`src/rtl/msg_sched_pkg.sv`:
```
`timescale 1ns/1ps
package msg_sched_pkg;
    localparam int WORD_W = 32;
    typedef logic [WORD_W-1:0] word_t;

    typedef enum logic [1:0] {
        ST_IDLE = 2'd0,
        ST_LOAD = 2'd1,
        ST_RUN  = 2'd2,
        ST_DONE = 2'd3
    } sched_state_e;

    typedef enum logic {
        ALG_SHA1   = 1'b0,
        ALG_SHA256 = 1'b1
    } alg_e;

    function automatic word_t rotr(input word_t x, input int n);
        return (x >> n) | (x << (WORD_W - n));
    endfunction

    function automatic word_t rotl1(input word_t x);
        return {x[WORD_W-2:0], x[WORD_W-1]};
    endfunction

    function automatic word_t lsig0(input word_t x);
        return rotr(x, 7) ^ rotr(x, 18) ^ (x >> 3);
    endfunction

    function automatic word_t lsig1(input word_t x);
        return rotr(x, 17) ^ rotr(x, 19) ^ (x >> 10);
    endfunction
endpackage

```
`src/rtl/sched_expand.sv`:
```
`timescale 1ns/1ps
module sched_expand
    import msg_sched_pkg::*;
#(
    parameter int DEPTH = 16
) (
    input  logic [DEPTH-1:0][WORD_W-1:0] win_i,
    input  alg_e                         alg_i,
    output word_t                        next_o
);
    // window slot k holds W[t+k]; the word produced is W[t+DEPTH]
    localparam int S1_A = DEPTH - 3;
    localparam int S1_B = DEPTH - 8;
    localparam int S1_C = DEPTH - 14;
    localparam int S2_A = DEPTH - 2;
    localparam int S2_B = DEPTH - 7;
    localparam int S2_C = DEPTH - 15;

    word_t sha1_w;
    word_t sha2_w;

    always_comb begin
        sha1_w = rotl1(win_i[S1_A] ^ win_i[S1_B] ^ win_i[S1_C] ^ win_i[0]);
        sha2_w = lsig1(win_i[S2_A]) + win_i[S2_B] + lsig0(win_i[S2_C]) + win_i[0];
        next_o = (alg_i == ALG_SHA1) ? sha1_w : sha2_w;
    end
endmodule

```
`src/rtl/sched_window.sv`:
```
`timescale 1ns/1ps
module sched_window
    import msg_sched_pkg::*;
#(
    parameter int DEPTH = 16
) (
    input  logic                         clk,
    input  logic                         rst_n,
    input  logic                         shift_i,
    input  logic                         sel_load_i,
    input  word_t                        load_word_i,
    input  word_t                        exp_word_i,
    input  logic                         take_i,
    output logic [DEPTH-1:0][WORD_W-1:0] win_o,
    output word_t                        word_o
);
    typedef struct packed {
        logic [DEPTH-1:0][WORD_W-1:0] win;
        word_t                        out;
    } win_t;

    win_t win_d, win_q;
    word_t incoming;

    always_comb begin
        win_d    = win_q;
        incoming = sel_load_i ? load_word_i : exp_word_i;
        if (take_i) begin
            win_d.out = win_q.win[0];
        end
        if (shift_i) begin
            win_d.win = {incoming, win_q.win[DEPTH-1:1]};
        end
    end

    always_ff @(posedge clk or negedge rst_n) begin
        if (!rst_n) begin
            win_q <= '0;
        end else begin
            win_q <= win_d;
        end
    end

    assign win_o  = win_q.win;
    assign word_o = win_q.out;
endmodule

```
`src/rtl/sched_ctrl.sv`:
```
`timescale 1ns/1ps
module sched_ctrl
    import msg_sched_pkg::*;
#(
    parameter int DEPTH       = 16,
    parameter int ROUNDS_SHA1 = 80,
    parameter int ROUNDS_SHA2 = 64
) (
    input  logic clk,
    input  logic rst_n,
    input  logic mode_i,
    input  logic load_valid_i,
    input  logic adv_i,
    output logic shift_o,
    output logic sel_load_o,
    output logic take_o,
    output alg_e alg_o,
    output logic valid_o,
    output logic last_o
);
    localparam int MAX_ROUNDS = (ROUNDS_SHA1 > ROUNDS_SHA2) ? ROUNDS_SHA1 : ROUNDS_SHA2;
    localparam int CNT_W      = $clog2(MAX_ROUNDS + 1);
    localparam int LD_W       = $clog2(DEPTH);
    localparam logic [CNT_W-1:0] END_SHA1 = CNT_W'(ROUNDS_SHA1 - 1);
    localparam logic [CNT_W-1:0] END_SHA2 = CNT_W'(ROUNDS_SHA2 - 1);
    localparam logic [LD_W-1:0]  LD_END   = LD_W'(DEPTH - 1);

    typedef struct packed {
        sched_state_e     st;
        alg_e             alg;
        logic [LD_W-1:0]  ldcnt;
        logic [CNT_W-1:0] round;
        logic             valid;
        logic             last;
    } ctrl_t;

    ctrl_t ctl_d, ctl_q;
    logic [CNT_W-1:0] end_round;

    always_comb begin
        ctl_d       = ctl_q;
        ctl_d.valid = 1'b0;
        ctl_d.last  = 1'b0;
        shift_o     = 1'b0;
        sel_load_o  = 1'b0;
        take_o      = 1'b0;
        end_round   = (ctl_q.alg == ALG_SHA1) ? END_SHA1 : END_SHA2;
        case (ctl_q.st)
            ST_IDLE, ST_DONE: begin
                if (load_valid_i) begin
                    ctl_d.alg   = alg_e'(mode_i);
                    ctl_d.ldcnt = LD_W'(1);
                    ctl_d.st    = ST_LOAD;
                    shift_o     = 1'b1;
                    sel_load_o  = 1'b1;
                end
            end
            ST_LOAD: begin
                if (load_valid_i) begin
                    shift_o    = 1'b1;
                    sel_load_o = 1'b1;
                    if (ctl_q.ldcnt == LD_END) begin
                        ctl_d.st    = ST_RUN;
                        ctl_d.ldcnt = '0;
                        ctl_d.round = '0;
                    end else begin
                        ctl_d.ldcnt = ctl_q.ldcnt + LD_W'(1);
                    end
                end
            end
            ST_RUN: begin
                if (adv_i) begin
                    take_o      = 1'b1;
                    shift_o     = 1'b1;
                    ctl_d.valid = 1'b1;
                    if (ctl_q.round == end_round) begin
                        ctl_d.last = 1'b1;
                        ctl_d.st   = ST_DONE;
                    end else begin
                        ctl_d.round = ctl_q.round + CNT_W'(1);
                    end
                end
            end
            default: ctl_d.st = ST_IDLE;
        endcase
    end

    always_ff @(posedge clk or negedge rst_n) begin
        if (!rst_n) begin
            ctl_q <= '{st: ST_IDLE, alg: ALG_SHA1, ldcnt: '0, round: '0,
                       valid: 1'b0, last: 1'b0};
        end else begin
            ctl_q <= ctl_d;
        end
    end

    assign alg_o   = ctl_q.alg;
    assign valid_o = ctl_q.valid;
    assign last_o  = ctl_q.last;
endmodule

```
`src/rtl/msg_sched_dual.sv`:
```
`timescale 1ns/1ps
module msg_sched_dual
    import msg_sched_pkg::*;
#(
    parameter int DEPTH       = 16,
    parameter int ROUNDS_SHA1 = 80,
    parameter int ROUNDS_SHA2 = 64
) (
    input  logic        clk,
    input  logic        rst_n,
    input  logic        mode_i,
    input  logic        load_valid_i,
    input  logic [31:0] load_word_i,
    input  logic        adv_i,
    output logic [31:0] word_o,
    output logic        word_valid_o,
    output logic        last_o
);
    logic                         shift;
    logic                         sel_load;
    logic                         take;
    alg_e                         alg;
    word_t                        exp_word;
    logic [DEPTH-1:0][WORD_W-1:0] win;

    sched_ctrl #(
        .DEPTH      (DEPTH),
        .ROUNDS_SHA1(ROUNDS_SHA1),
        .ROUNDS_SHA2(ROUNDS_SHA2)
    ) i_ctrl (
        .clk         (clk),
        .rst_n       (rst_n),
        .mode_i      (mode_i),
        .load_valid_i(load_valid_i),
        .adv_i       (adv_i),
        .shift_o     (shift),
        .sel_load_o  (sel_load),
        .take_o      (take),
        .alg_o       (alg),
        .valid_o     (word_valid_o),
        .last_o      (last_o)
    );

    sched_window #(
        .DEPTH(DEPTH)
    ) i_window (
        .clk        (clk),
        .rst_n      (rst_n),
        .shift_i    (shift),
        .sel_load_i (sel_load),
        .load_word_i(load_word_i),
        .exp_word_i (exp_word),
        .take_i     (take),
        .win_o      (win),
        .word_o     (word_o)
    );

    sched_expand #(
        .DEPTH(DEPTH)
    ) i_expand (
        .win_i (win),
        .alg_i (alg),
        .next_o(exp_word)
    );
endmodule

```
`config.mk`:
```
export PLATFORM = sky130hd
export DESIGN_NAME = msg_sched_dual
export DESIGN_NICKNAME = d
export VERILOG_FILES = /design/src/rtl/msg_sched_pkg.sv /design/src/rtl/sched_expand.sv /design/src/rtl/sched_window.sv /design/src/rtl/sched_ctrl.sv /design/src/rtl/msg_sched_dual.sv
export SDC_FILE = /design/constraint.sdc
export NUM_CORES = 1
export LEC_CHECK = 0
export BUFFER_PORTS_ARGS = -buffer_cell sky130_fd_sc_hd__clkbuf_2
export CAP_MARGIN = 20
export CORE_UTILIZATION = 60
export CTS_CLUSTER_DIAMETER = 60
export CTS_CLUSTER_SIZE = 24
export DETAILED_ROUTE_END_ITERATION = 10
export PLACE_DENSITY_LB_ADDON = 0.12
export SKIP_CTS_REPAIR_TIMING = 1
export SYNTH_ARGS = -nofsm -noshare
export SYNTH_HDL_FRONTEND = slang
export SYNTH_SLANG_ARGS = --single-unit
```
`constraint.sdc`:
```
create_clock -name clk -period 5.3 [get_ports clk]
set_clock_uncertainty 0.1 [all_clocks]
set_input_delay 0.265 -clock clk [delete_from_list [all_inputs] [get_ports clk]]
set_output_delay 0.265 -clock clk [all_outputs]
set_load 0.01 [all_outputs]
```
==> flow_metrics.env, run 1 <==
export IMPL_tritoncts="yes"
export IMPL_setup_slack_ps=369
export IMPL_cp_max_fo=5
export IMPL_antenna_found_initial=3
export IMPL_vias_per_cell=5.73
export IMPL_synth_distinct_cells=58
export IMPL_via_count=16100
export IMPL_drive_gt1_share_pct=7.35
export IMPL_ios=71
export IMPL_worstMarginPinSlew_ps=1010
export IMPL_dieHeight_um=213
export IMPL_yosysTopAreaCell="dfrtp_1"
export IMPL_relSlewSlack_pct=32.5
export IMPL_holdWs_ps=0.167
export IMPL_grt_pass1_wl_um=99200
export IMPL_grtUsageTotal_pct=29.7
export IMPL_drt_total_wl_um=64700
export IMPL_areaGrowthSynthToFinish_pct=9.65
export IMPL_grt_max_degree=166
export IMPL_final_cells=2816
export IMPL_timing_rr_start="i_window.win_o[465]"
export IMPL_synth_edf_count=0
export IMPL_met1Wirelength_um=29200
export IMPL_setup_viol=0
export IMPL_globalplace_congestion=1.01
export IMPL_crit_start="i_window.win_o[465]"
export IMPL_hold_start="load_word_i[23]"
export IMPL_numClockSinks=560
export IMPL_rsz0062_at_grt="false"
export IMPL_synthFlopType="dfrtp_1"
export IMPL_initial_core_util_pct=61.4
export IMPL_avgSynthCellArea_um2=12.5
export IMPL_wl_per_cell_um=23.0
export IMPL_cp_required_ps=5650
export IMPL_cts_path_max_buffers=3
export IMPL_ys_warn_count=0
export IMPL_critPathCaptureType="register"
export IMPL_crit_type="register to register"
export IMPL_nets=2336
export IMPL_die_w_um=213
export IMPL_antennaDiodeCount=0
export IMPL_core_um2=43500
export IMPL_maxUsedRoutingLayer="met4"
export IMPL_firstDrtPassIters=5
export IMPL_clk_pin_slew_ps=90
export IMPL_holdPathEnd="i_window.win_o[503]"
export IMPL_post_route_period_util_pct=93.0
export IMPL_ant_nets=0
export IMPL_cts_root_buf="clkbuf_16"
export IMPL_status="complete, no violations"
export IMPL_finalHoldViolCount=0
export IMPL_r2r_cells=15
export IMPL_slew_viol_final=0
export IMPL_yosysTopAreaCellShare_pct=52.6
export IMPL_r2r_end="i_window.win_o[501]"
export IMPL_gr_total_overflow=0
export IMPL_synth_async_reset_ratio_pct=100
export IMPL_ys_seq_area_share_pct=52.6
export IMPL_wl_met2_um=29300
export IMPL_grt_pass1_vias=16400
export IMPL_dp_slack_ps=581
export IMPL_hold_class="input port to register"
export IMPL_netlist_area_um2=26700
export IMPL_min_delay_path_depth=4
export IMPL_critPathArrivalTime_ps=5280
export IMPL_cts_buffers=39
export IMPL_drc_errors=0
export IMPL_drtIter0Drc=1389
export IMPL_maxCapViolations=0
export IMPL_portBuffers=70
export IMPL_tns_ps=0
export IMPL_post_place_cells=2725
export IMPL_synth_nets=2274
export IMPL_synthCells=2140
export IMPL_met3WireLength_um=3850
export IMPL_final_cell_mix="559 x dfrtp_1, 453 x mux2_1, 212 x nand2_1"
export IMPL_clk_insertion_delay_late_ps=580
export IMPL_die_area_um2=45300
export IMPL_layout_commonest_cell="dfrtp_1"
export IMPL_rrSetupSlack_ps=370
export IMPL_synth_seq_cells=560
export IMPL_htreeDepth=2
export IMPL_synth_area_leaders="dfrtp_1 53%, mux2_1 19%, xnor2_1 6.5%, fa_1 4.7%, nand2_1 3.0%"
export IMPL_dpl_hpwl_um=46900
export IMPL_period_needed_ps=4930
export IMPL_num_rows=76
export IMPL_max_freq_mhz=203
export IMPL_crit_path_start_kind="register"
==> registers in the layout, summed over array words and instances, names as in the netlist <==
register	cells
i_window.win_o	512
i_window.word_o	32
i_ctrl.ctl_q	13
i_ctrl.alg_o	1
i_ctrl.last_o	1
i_ctrl.valid_o	1
==> synth_stat cells, types with 5 or more instances <==
cell        n
and2_1      5
mux2_1    453
clkbuf_1   36
xnor2_1   198
nand3_1    24
buf_1      10
inv_1     148
nor2_1     49
ha_1       35
a211oi_1   10
fa_1       62
and3_1     11
o211ai_1    6
a31oi_1    20
nand2_1   213
buf_2      41
xor2_1     43
o21a_1      8
nand2b_1    5
o21ai_0    26
dfrtp_1   560
a21oi_1    49
a21o_1     16
o21ai_1    48
==> area by class of cell <==
cell class	instances	area [µm²]
clock inverter	22	325
fill	3275	14200
clock buffer	48	1090
tap	585	732
inverter	149	559
multi-input combinational	1343	11700
sequential	560	14000
timing repair buffer	109	793
==> per-layer routing <==
metal,vias up,GRT usage (%)
met4,0,10.9
met1,8284,42.8
met2,427,45.8
met5,-,0
li1,7297,-
met3,123,4.79
==> worst max-delay path by stage <==
stage,endpoint,slack [ps],depth (start not counted)
6_report,i_window.win_o[501],370,15
5_1_grt,i_window.win_o[501],260,15
4_1_cts,i_window.win_o[509],510,16
3_5_place_dp,i_window.win_o[509],580,16
3_3_place_gp,i_window.win_o[509],630,16
2_1_floorplan,i_window.win_o[509],1340,17
==> through the flow <==
stage	util, %	cell area (µm²)
2_1_floorplan	-	26700
3_3_place_gp	63.5	27600
3_5_place_dp	63.5	27600
4_1_cts	66.8	29000
5_1_grt	67.3	29200
6_report	67.3	29200
==> worst max-delay path, cell delays in order (launching register included) <==
cell,delay (ps)
dfrtp_1,730
xor2_1,230
xnor2_1,150
fa_1,470
fa_1,470
inv_1,70
ha_1,180
inv_1,60
fa_1,400
nor2b_1,180
o2111ai_1,240
a211o_1,380
a211oi_1,490
nor2_1,150
xor2_1,390
o21ai_1,100
==> cell families (layout without fill, tap and decap cells) <==
group           after synthesis  in the layout  share of synthesized area (%)
compound gates              227            227                           5.42
xor+xnor                    241            241                           7.92
fa+ha+maj                    97             97                           6.30
buf+inv                     237            328                           3.56
flops                       560            560                           52.6
mux                         457            457                           19.3
simple gates                321            321                           4.97
Power of run 1 is left out: the tool's default activity adds up to more than one toggle a clock period on the data nets, which glitch-free logic cannot reach.
==> run 2: changes to the inputs <==
SYNTH_HIERARCHICAL = 1   (was not set)
==> run 2 against run 1 <==
Effect of this change: the run now ends with hold timing left; cell count decreased by 1.5%; critical path depth decreased by 1; flip-flop and latch count unchanged; critical endpoint is now i_window/win_o[508].
==> flow_metrics.env, run 2 <==
export IMPL_status="complete, but fails checks"
export IMPL_violations="hold timing"
export IMPL_synth_edf_count=0
export IMPL_rsz0062_at_grt="false"
export IMPL_synth_area_leaders="dfrtp_1 51%, mux2_2 17%, mux2_4 5.0%, xnor2_1 5.0%, fa_1 4.5%"
export IMPL_yosysTopAreaCellShare_pct=50.6
export IMPL_drtIter0Drc=1213
export IMPL_nets=2273
export IMPL_vias_per_cell=5.78
export IMPL_cts_root_buf="clkbuf_16"
export IMPL_grt_pass1_vias=16000
export IMPL_num_rows=78
export IMPL_ios=71
export IMPL_max_freq_mhz=210
export IMPL_synthCells=2052
export IMPL_post_route_period_util_pct=90.0
export IMPL_avgSynthCellArea_um2=13.5
export IMPL_worstMarginPinSlew_ps=970
export IMPL_setup_viol=0
export IMPL_dieHeight_um=217
export IMPL_grtUsageTotal_pct=28.4
export IMPL_netlist_area_um2=27700
export IMPL_ant_nets=0
export IMPL_die_w_um=217
export IMPL_numClockSinks=560
export IMPL_period_needed_ps=4770
export IMPL_crit_path_start_kind="register"
export IMPL_layout_commonest_cell="dfrtp_1"
export IMPL_largest_reg_flops=512
export IMPL_drc_errors=0
export IMPL_ys_seq_area_share_pct=50.6
export IMPL_cts_buffers=42
export IMPL_grt_pass1_wl_um=99800
export IMPL_post_synth_top_count_cell="dfrtp_1"
export IMPL_clk_pin_slew_ps=90
export IMPL_synth_async_reset_ratio_pct=100
export IMPL_post_place_cells=2661
export IMPL_final_cell_mix="559 x dfrtp_1, 418 x mux2_2, 159 x xnor2_1"
export IMPL_core_um2=45500
export IMPL_tritoncts="yes"
export IMPL_finalHoldViolCount=2
export IMPL_tns_ps=0
export IMPL_crit_type="register to register"
export IMPL_maxCapViolations=0
export IMPL_firstDrtPassIters=5
export IMPL_yosysTopAreaCell="dfrtp_1"
export IMPL_dpl_hpwl_um=48100
export IMPL_via_count=16000
export IMPL_htreeDepth=2
export IMPL_rrSetupSlack_ps=530
export IMPL_initial_core_util_pct=60.9
export IMPL_hold_start="load_word_i[24]"
export IMPL_critPathCaptureType="register"
export IMPL_cp_max_fo=5
export IMPL_relSlewSlack_pct=35.1
export IMPL_clk_insertion_delay_late_ps=610
export IMPL_crit_start="i_window/win_o[41]"
export IMPL_fillers=3376
export IMPL_synth_seq_cells=560
export IMPL_hold_class="input port to register"
export IMPL_ys_warn_count=6
export IMPL_areaGrowthSynthToFinish_pct=9.60
export IMPL_critPathArrivalTime_ps=5130
export IMPL_cp_required_ps=5660
export IMPL_dp_slack_ps=637
export IMPL_slew_viol_final=0
export IMPL_gr_total_overflow=0
export IMPL_synthFlopType="dfrtp_1"
export IMPL_holdWs_ps=-27.0
export IMPL_synthTopCellsByCount="560 x dfrtp_1, 418 x mux2_2, 159 x xnor2_1"
export IMPL_cts_path_max_buffers=3
export IMPL_final_cells=2773
export IMPL_wl_per_cell_um=23.6
export IMPL_grt_max_degree=134
export IMPL_globalplace_congestion=0.981
export IMPL_synth_distinct_cells=78
export IMPL_portBuffers=70
export IMPL_timing_rr_start="i_window/win_o[41]"
export IMPL_drive_gt1_share_pct=33.4
export IMPL_synth_nets=2186
export IMPL_die_area_um2=47100
export IMPL_antenna_found_initial=1
export IMPL_setup_slack_ps=531
export IMPL_drt_total_wl_um=65500
run 2: routing by layer:
metal  GRT usage [%]  routed length, µm  vias up
met5               0                  0        -
met2            42.9              29600      411
met3            3.34               3230       81
li1                -                  -     7243
met1            43.8              31200     8300
met4            7.61               1450        0
run 2: final cells by class:
class	instances	area, µm²	share of cell area [%]
clock buffers	46	1090	3.58
inverters	136	510	1.68
flip-flops and latches	560	14000	46.1
repair buffers	136	1040	3.43
diodes	1	2.50	0.00824
multi-input cells	1263	12600	41.4
well taps	600	751	2.47
clock inverters	31	408	1.34
run 2: path summary, 6_finish.rpt:
kind / endpoint / cells after the start
worst min-delay path: i_window/win_o[504] / 3
worst max-delay path: i_window/win_o[508] / 14
min in group asynchronous: i_ctrl/last_o / 2
max in group asynchronous: i_ctrl/alg_o / 3
worst max register to register: i_window/win_o[508] / 14
worst min register to register: i_window/win_o[170] / 1
run 2: cell families (layout without fill, tap and decap cells):
| logic type | count (synthesis) | count (layout) | synth area share [%] |
|---|---|---|---|
| AO/OA/AOI/OAI | 207 | 207 | 5.47 |
| XOR/XNOR | 227 | 227 | 7.17 |
| adder cells (fa/ha/maj) | 97 | 97 | 6.06 |
| buffers and inverters | 229 | 349 | 4.18 |
| flip-flops | 560 | 560 | 50.6 |
| multiplexers | 549 | 549 | 23.4 |
| other | 0 | 1 | 0 |
| AND/OR/NAND/NOR | 183 | 183 | 3.15 |
run 2: through the flow:
stage	util (%)	hold slack, ps	cell area, µm²
3_3_place_gp	62.7	273	28500
4_1_cts	66.0	-347	30000
5_1_grt	66.8	4.49	30400
6_report	66.8	-27.0	30400
3_5_place_dp	62.7	296	28500
2_1_floorplan	-	-131	27700
run 2: critical path: stages (launching register included):
cell and delay [ps]:
dfrtp_1 630, xor2_1 360, xnor2_1 190, fa_1 470, fa_1 600, inv_1 60
ha_1 290, a21o_1 150, nand4_1 280, a211o_1 530, a2111oi_2 430, o21ai_0 140
and3_1 180, mux2i_1 120, a21oi_1 80
Power of run 2 is left out for the same reason.
